--- src/rtl/lockdet_pkg.sv ---
package lockdet_pkg;
   typedef enum logic [1:0] {
      CLS_GOOD = 2'd0,
      CLS_MID  = 2'd1,
      CLS_BAD  = 2'd2
   } verdict_t;
endpackage

--- src/rtl/lockdet_sync.sv ---
module lockdet_sync #(
   parameter int STAGES = 2
) (
   input  logic clk_i,
   input  logic rst_ni,
   input  logic d_i,
   output logic q_o
);
   generate
      if (STAGES == 0) begin : g_bypass
         assign q_o = d_i;
      end else begin : g_chain
         logic [STAGES-1:0] chain_q;
         always_ff @(posedge clk_i or negedge rst_ni) begin
            if (!rst_ni) chain_q <= '0;
            else if (STAGES == 1) chain_q <= d_i;
            else chain_q <= {chain_q[STAGES-2:0], d_i};
         end
         assign q_o = chain_q[STAGES-1];
      end
   endgenerate
endmodule

--- src/rtl/lockdet_width.sv ---
module lockdet_width
   import lockdet_pkg::*;
#(
   parameter int SET_TICKS = 6,
   parameter int CLR_TICKS = 10
) (
   input  logic     clk_i,
   input  logic     rst_ni,
   input  logic     err_i,
   output logic     strobe_o,
   output verdict_t cls_o
);
   localparam int CW = $clog2(CLR_TICKS + 2);
   localparam logic [CW-1:0] SET_V = CW'(SET_TICKS);
   localparam logic [CW-1:0] CLR_V = CW'(CLR_TICKS);
   localparam logic [CW-1:0] SAT_V = CW'(CLR_TICKS + 1);

   logic          err_q;
   logic [CW-1:0] cnt_q;
   logic          long_hit;
   logic          fall_hit;

   always_ff @(posedge clk_i or negedge rst_ni) begin
      if (!rst_ni) begin
         err_q <= 1'b0;
         cnt_q <= '0;
      end else begin
         err_q <= err_i;
         if (err_i && !err_q) cnt_q <= CW'(1);
         else if (err_i && cnt_q != SAT_V) cnt_q <= cnt_q + CW'(1);
      end
   end

   assign long_hit = err_i && err_q && (cnt_q == CLR_V);
   assign fall_hit = !err_i && err_q && (cnt_q <= CLR_V);
   assign strobe_o = long_hit || fall_hit;

   always_comb begin
      if (long_hit)            cls_o = CLS_BAD;
      else if (cnt_q < SET_V)  cls_o = CLS_GOOD;
      else                     cls_o = CLS_MID;
   end

   assert_single_verdict_R8 : assert property (@(posedge clk_i) disable iff (!rst_ni)
      strobe_o |=> !strobe_o);
   assert_long_is_bad_R8 : assert property (@(posedge clk_i) disable iff (!rst_ni)
      (strobe_o && err_i) |-> cls_o == CLS_BAD);
   assert_cnt_bounded_R7 : assert property (@(posedge clk_i) disable iff (!rst_ni)
      err_q |-> cnt_q != '0);
endmodule

--- src/rtl/lockdet_qual.sv ---
module lockdet_qual
   import lockdet_pkg::*;
#(
   parameter int NEED_LO = 3,
   parameter int NEED_HI = 5
) (
   input  logic     clk_i,
   input  logic     rst_ni,
   input  logic     strobe_i,
   input  verdict_t cls_i,
   input  logic     prec_i,
   output logic     lock_o
);
   localparam int NW = $clog2(NEED_HI + 1);

   logic [NW-1:0] run_q;
   logic [NW-1:0] need;
   logic [NW-1:0] run_inc;
   logic          lock_q;

   assign need    = prec_i ? NW'(NEED_HI) : NW'(NEED_LO);
   assign run_inc = run_q + NW'(1);

   always_ff @(posedge clk_i or negedge rst_ni) begin
      if (!rst_ni) begin
         lock_q <= 1'b0;
         run_q  <= '0;
      end else if (strobe_i) begin
         if (!lock_q) begin
            if (cls_i == CLS_GOOD) begin
               if (run_inc >= need) begin
                  lock_q <= 1'b1;
                  run_q  <= '0;
               end else begin
                  run_q <= run_inc;
               end
            end else begin
               run_q <= '0;
            end
         end else if (cls_i == CLS_BAD) begin
            lock_q <= 1'b0;
            run_q  <= '0;
         end
      end
   end

   assign lock_o = lock_q;

   assert_reset_low_R1 : assert property (@(posedge clk_i)
      !rst_ni |=> (!lock_q && run_q == '0));
   assert_rise_on_good_R2 : assert property (@(posedge clk_i) disable iff (!rst_ni)
      $rose(lock_q) |-> $past(strobe_i && cls_i == CLS_GOOD));
   assert_run_reset_R4 : assert property (@(posedge clk_i) disable iff (!rst_ni)
      (strobe_i && !lock_q && cls_i != CLS_GOOD) |=> (run_q == '0 && !lock_q));
   assert_bad_clears_R5 : assert property (@(posedge clk_i) disable iff (!rst_ni)
      (strobe_i && lock_q && cls_i == CLS_BAD) |=> !lock_q);
   assert_mid_holds_R6 : assert property (@(posedge clk_i) disable iff (!rst_ni)
      (strobe_i && lock_q && cls_i != CLS_BAD) |=> lock_q);
   assert_fall_on_bad_R5 : assert property (@(posedge clk_i) disable iff (!rst_ni)
      $fell(lock_q) |-> $past(strobe_i && cls_i == CLS_BAD));
   assert_run_below_need_R9 : assert property (@(posedge clk_i) disable iff (!rst_ni)
      run_q < NW'(NEED_HI));
endmodule

--- src/rtl/lockdet_top.sv ---
module lockdet_top
   import lockdet_pkg::*;
#(
   parameter int SET_TICKS   = 6,
   parameter int CLR_TICKS   = 10,
   parameter int NEED_LO     = 3,
   parameter int NEED_HI     = 5,
   parameter int SYNC_STAGES = 2
) (
   input  logic clk_i,
   input  logic rst_ni,
   input  logic up_i,
   input  logic dn_i,
   input  logic prec_i,
   output logic lock_o
);
   generate
      if (SET_TICKS < 1)          begin : g_bad_set  $error("SET_TICKS must be at least 1"); end
      if (CLR_TICKS <= SET_TICKS) begin : g_bad_clr  $error("CLR_TICKS must exceed SET_TICKS"); end
      if (NEED_LO < 1)            begin : g_bad_lo   $error("NEED_LO must be at least 1"); end
      if (NEED_HI < NEED_LO)      begin : g_bad_hi   $error("NEED_HI must not be below NEED_LO"); end
      if (SYNC_STAGES > 4)        begin : g_bad_sync $error("SYNC_STAGES at most 4"); end
   endgenerate

   logic     up_s, dn_s, err_s;
   logic     strobe;
   verdict_t cls;

   lockdet_sync #(.STAGES(SYNC_STAGES)) u_sync_up (
      .clk_i(clk_i), .rst_ni(rst_ni), .d_i(up_i), .q_o(up_s));
   lockdet_sync #(.STAGES(SYNC_STAGES)) u_sync_dn (
      .clk_i(clk_i), .rst_ni(rst_ni), .d_i(dn_i), .q_o(dn_s));

   assign err_s = up_s | dn_s;

   lockdet_width #(.SET_TICKS(SET_TICKS), .CLR_TICKS(CLR_TICKS)) u_width (
      .clk_i(clk_i), .rst_ni(rst_ni), .err_i(err_s),
      .strobe_o(strobe), .cls_o(cls));

   lockdet_qual #(.NEED_LO(NEED_LO), .NEED_HI(NEED_HI)) u_qual (
      .clk_i(clk_i), .rst_ni(rst_ni), .strobe_i(strobe), .cls_i(cls),
      .prec_i(prec_i), .lock_o(lock_o));
endmodule

--- config.mk ---
export PLATFORM = sky130hd
export DESIGN_NAME = lockdet_top
export DESIGN_NICKNAME = d
export VERILOG_FILES = /design/src/rtl/lockdet_pkg.sv /design/src/rtl/lockdet_sync.sv /design/src/rtl/lockdet_width.sv /design/src/rtl/lockdet_qual.sv /design/src/rtl/lockdet_top.sv
export SDC_FILE = /design/constraint.sdc
export NUM_CORES = 1
export LEC_CHECK = 0
export ABC_AREA = 1
export BUFFER_PORTS_ARGS = -buffer_cell sky130_fd_sc_hd__clkbuf_2
export CORE_MARGIN = 3
export CORE_UTILIZATION = 45
export CTS_BUF_LIST = sky130_fd_sc_hd__clkbuf_8
export CTS_CLUSTER_SIZE = 14
export DETAILED_ROUTE_END_ITERATION = 8
export HOLD_SLACK_MARGIN = 0.02
export PLACE_DENSITY = 0.73
export SLEW_MARGIN = 20
export SYNTH_ARGS = -nofsm -noshare
export SYNTH_HDL_FRONTEND = slang
export SYNTH_SLANG_ARGS = --single-unit
--- constraint.sdc ---
create_clock -name clk_i -period 4.5 [get_ports clk_i]
set_input_delay 0.225 -clock clk_i [delete_from_list [all_inputs] [get_ports clk_i]]
set_output_delay 0.225 -clock clk_i [all_outputs]
set_load 0.1 [all_outputs]
==> results.sh <==
export IMPL_placement_cell_area_um2=833
export IMPL_vias_per_cell=4.96
export IMPL_stdcell_area_um2=888
export IMPL_first_iter_violations=22
export IMPL_worst_hold_path_type="in -> reg"
export IMPL_hold_viol=0
export IMPL_cap_viol_max_count=0
export IMPL_h_tree_depth=1
export IMPL_synth_seq_area_share_pct=41.3
export IMPL_synth_net_count=112
export IMPL_critPathCaptureType="flop"
export IMPL_post_route_drc_count=0
export IMPL_grt_pass1_vias=520
export IMPL_place_detailed_hpwl_um=1020
export IMPL_final_antenna_net_count=0
export IMPL_grt_usage_pct=13.9
export IMPL_pin_count_of_the_biggest_net_entering_global_routing=14
export IMPL_die_area_mm2=0.00229
export IMPL_run_status="finished clean"
export IMPL_grt_pass1_wl_um=2180
export IMPL_fp_dieW_um=47.9
export IMPL_mappedNetlistArea_um2=788
export IMPL_worst_ep_required_time_ns=4.68
export IMPL_layout_min_cycle_time_ns=1.77
export IMPL_placement_rows=14
export IMPL_routed_wire_length_per_instance_um=10.0
export IMPL_critPathMaxFanout=5
export IMPL_syn_instance_count=103
export IMPL_synthesis_to_finish_area_growth_pct=12.7
export IMPL_grt_ovfl_total=0
export IMPL_drive_gt1_share_pct=20.4
export IMPL_timing_reg2reg_setup_slack_ns=2.73
export IMPL_ctsResizeCount=0
export IMPL_finalSetupViolCount=0
export IMPL_clock_path_buffers=2
export IMPL_antenna_diode_count=0
export IMPL_ys_types=16
export IMPL_input_output_buffers=5
export IMPL_yosysWarningCount=0
export IMPL_die_h_um=47.9
export IMPL_globalplace_congestion=0.847
export IMPL_nNetsFinal=123
export IMPL_max_slew_worst_pin_slew_ns=0.536
export IMPL_critical_path_startpoint_type="flop"
export IMPL_layout_worst_path_cycle_share_pct=39.4
export IMPL_fin_setup_tns_ns=0
export IMPL_cellPowerDensity_mw_per_mm2=591
export IMPL_arrival_time_of_the_worst_setup_path_ns=1.95
export IMPL_critical_path_class="reg -> reg"
export IMPL_core_area_mm2=0.00158
export IMPL_vdd_ir_drop_worst_uv=263
export IMPL_fin_worst_skew_ns=0.00446
export IMPL_tritoncts="yes"
export IMPL_relative_slew_margins_pct=64.4
export IMPL_pre_repair_dr_iteration_count=4
export IMPL_io_pin_count=6
export IMPL_fmax_mhz=564
export IMPL_avgSynthCellArea_um2=7.65
export IMPL_clockRootBuffer="clkbuf_8"
export IMPL_clk_insertion_delay_late_ns=0.24
export IMPL_clk_transition_reported_paths_ns=0.05
export IMPL_p_leak_nw=0.480
export IMPL_cts_num_sinks=13
export IMPL_initial_core_util_pct=50.0
export IMPL_postSynthRegisterBits=13
export IMPL_route_final_wire_length_um=1300
export IMPL_maxSlewViolCount=0
export IMPL_antenna_found_initial=0
export IMPL_tritoncts_num_buffers=3
export IMPL_vias_post_dr=640
export IMPL_rsz0062_at_grt="false"
==> synthesized netlist by cell type <==
| cell type | n | area, um^2 |
|---|---|---|
| inv_1 | 13 | 48.8 |
| o21ai_1 | 4 | 20.0 |
| nand3_2 | 1 | 10.0 |
| inv_2 | 3 | 11.3 |
| nand2_4 | 3 | 33.8 |
| o21ai_0 | 2 | 10.0 |
| xor2_1 | 1 | 8.76 |
| nor2_2 | 2 | 12.5 |
| nand3_1 | 10 | 50.1 |
| nor2_4 | 3 | 33.8 |
| nand2_2 | 3 | 18.8 |
| nand2_1 | 26 | 97.6 |
| dfrtp_1 | 13 | 325 |
| nor2_1 | 14 | 52.6 |
| ha_1 | 4 | 50.1 |
| a21oi_1 | 1 | 5.00 |
==> critical path, cell delays in order (launching register included) <==
cell     delay (ns)
dfrtp_1        0.42
ha_1           0.22
inv_1          0.06
nand2_1        0.05
nand2_1        0.07
inv_1          0.04
ha_1           0.30
nand2_1        0.07
nand2_1        0.06
nor2_1         0.14
nand2_1        0.08
nor2_1         0.09
nand3_1        0.08
nand2_1        0.06
==> flip-flops by register name, indices dropped and copies added, names as in the netlist <==
register and cells:
u_width.cnt_q 4, u_qual.run_q 3, u_sync_dn.g_chain.chain_q 2, u_sync_up.g_chain.chain_q 2
u_qual.lock_o 1, u_width.err_q 1
==> per-layer routing <==
metal,vias up,routed length (um),track usage [%]
met5,-,0,0
met4,0,20,6.45
met3,2,43,4.51
met2,8,576,18.5
met1,290,655,20.1
li1,340,-,-
==> where the power goes <==
group	switching, mW	total, mW	internal (mW)
Sequential	0.0387	0.187	0.148
Clock	0.0407	0.101	0.0602
Combinational	0.155	0.238	0.0825
==> placed cells by master (no fill, tap or decap) <==
cell and instances:
nand2_1 26, o21ai_0 2, nor2_2 2, clkbuf_2 5
xor2_1 1, nand2_4 3, inv_1 14, nand2_2 3
dfrtp_1 13, nand3_1 10, nor2_4 3, nand3_2 1
o21ai_1 4, clkbuf_8 3, a21oi_1 1, nor2_1 14
ha_1 4, dlygate4sd3_1 1, inv_2 3
==> through the flow <==
stage | setup slack (ns) | cells | util, % | total power [mW] | hold slack, ns
after floorplan | 2.85 | 103 | - | 0.379 | -0.0706
after global routing | 2.50 | 129 | 56.3 | 0.575 | 0.0786
after global placement | 2.79 | 124 | 52.9 | 0.421 | 0.141
final | 2.73 | 129 | 56.3 | 0.525 | 0.0875
after CTS | 2.71 | 129 | 56.3 | 0.530 | 0.0819
after detailed placement | 2.73 | 124 | 52.9 | 0.424 | 0.143
==> final timing paths <==
kind | from | to | cells after the start
min | dn_i | u_sync_dn.g_chain.chain_q[0] | 1
max in group asynchronous | rst_ni | u_sync_dn.g_chain.chain_q[1] | 2
min in group asynchronous | rst_ni | u_qual.lock_o | 2
min reg2reg | u_sync_up.g_chain.chain_q[0] | u_sync_up.g_chain.chain_q[1] | 0
max reg2reg | u_qual.run_q[0] | u_qual.run_q[2] | 13
max | u_qual.run_q[0] | u_qual.run_q[2] | 13
==> cells by family (layout without fill, tap and decap cells) <==
kind of cell	after synthesis	count (layout)	share of synthesized area, %
buf+inv	16	26	7.62
fa+ha+maj	4	4	6.35
xor+xnor	1	1	1.11
compound gates	7	7	4.44
simple gates	62	62	39.2
flops	13	13	41.3
==> cell type report <==
cell class / count / area, um^2
fillers: 143 / 688
multi-input cells: 74 / 403
flip-flops and latches: 13 / 325
inverters: 16 / 60.1
clock buffers: 3 / 41.3
repair buffers: 6 / 35.0
well taps: 16 / 20.0
clock inverters: 1 / 3.75
==> what timing repair did <==
item,CTS,global route
hold buffers,1,0
setup buffers,0,0
endpoints found under the hold margin,13,0
(Power assumes the default switching activity.)
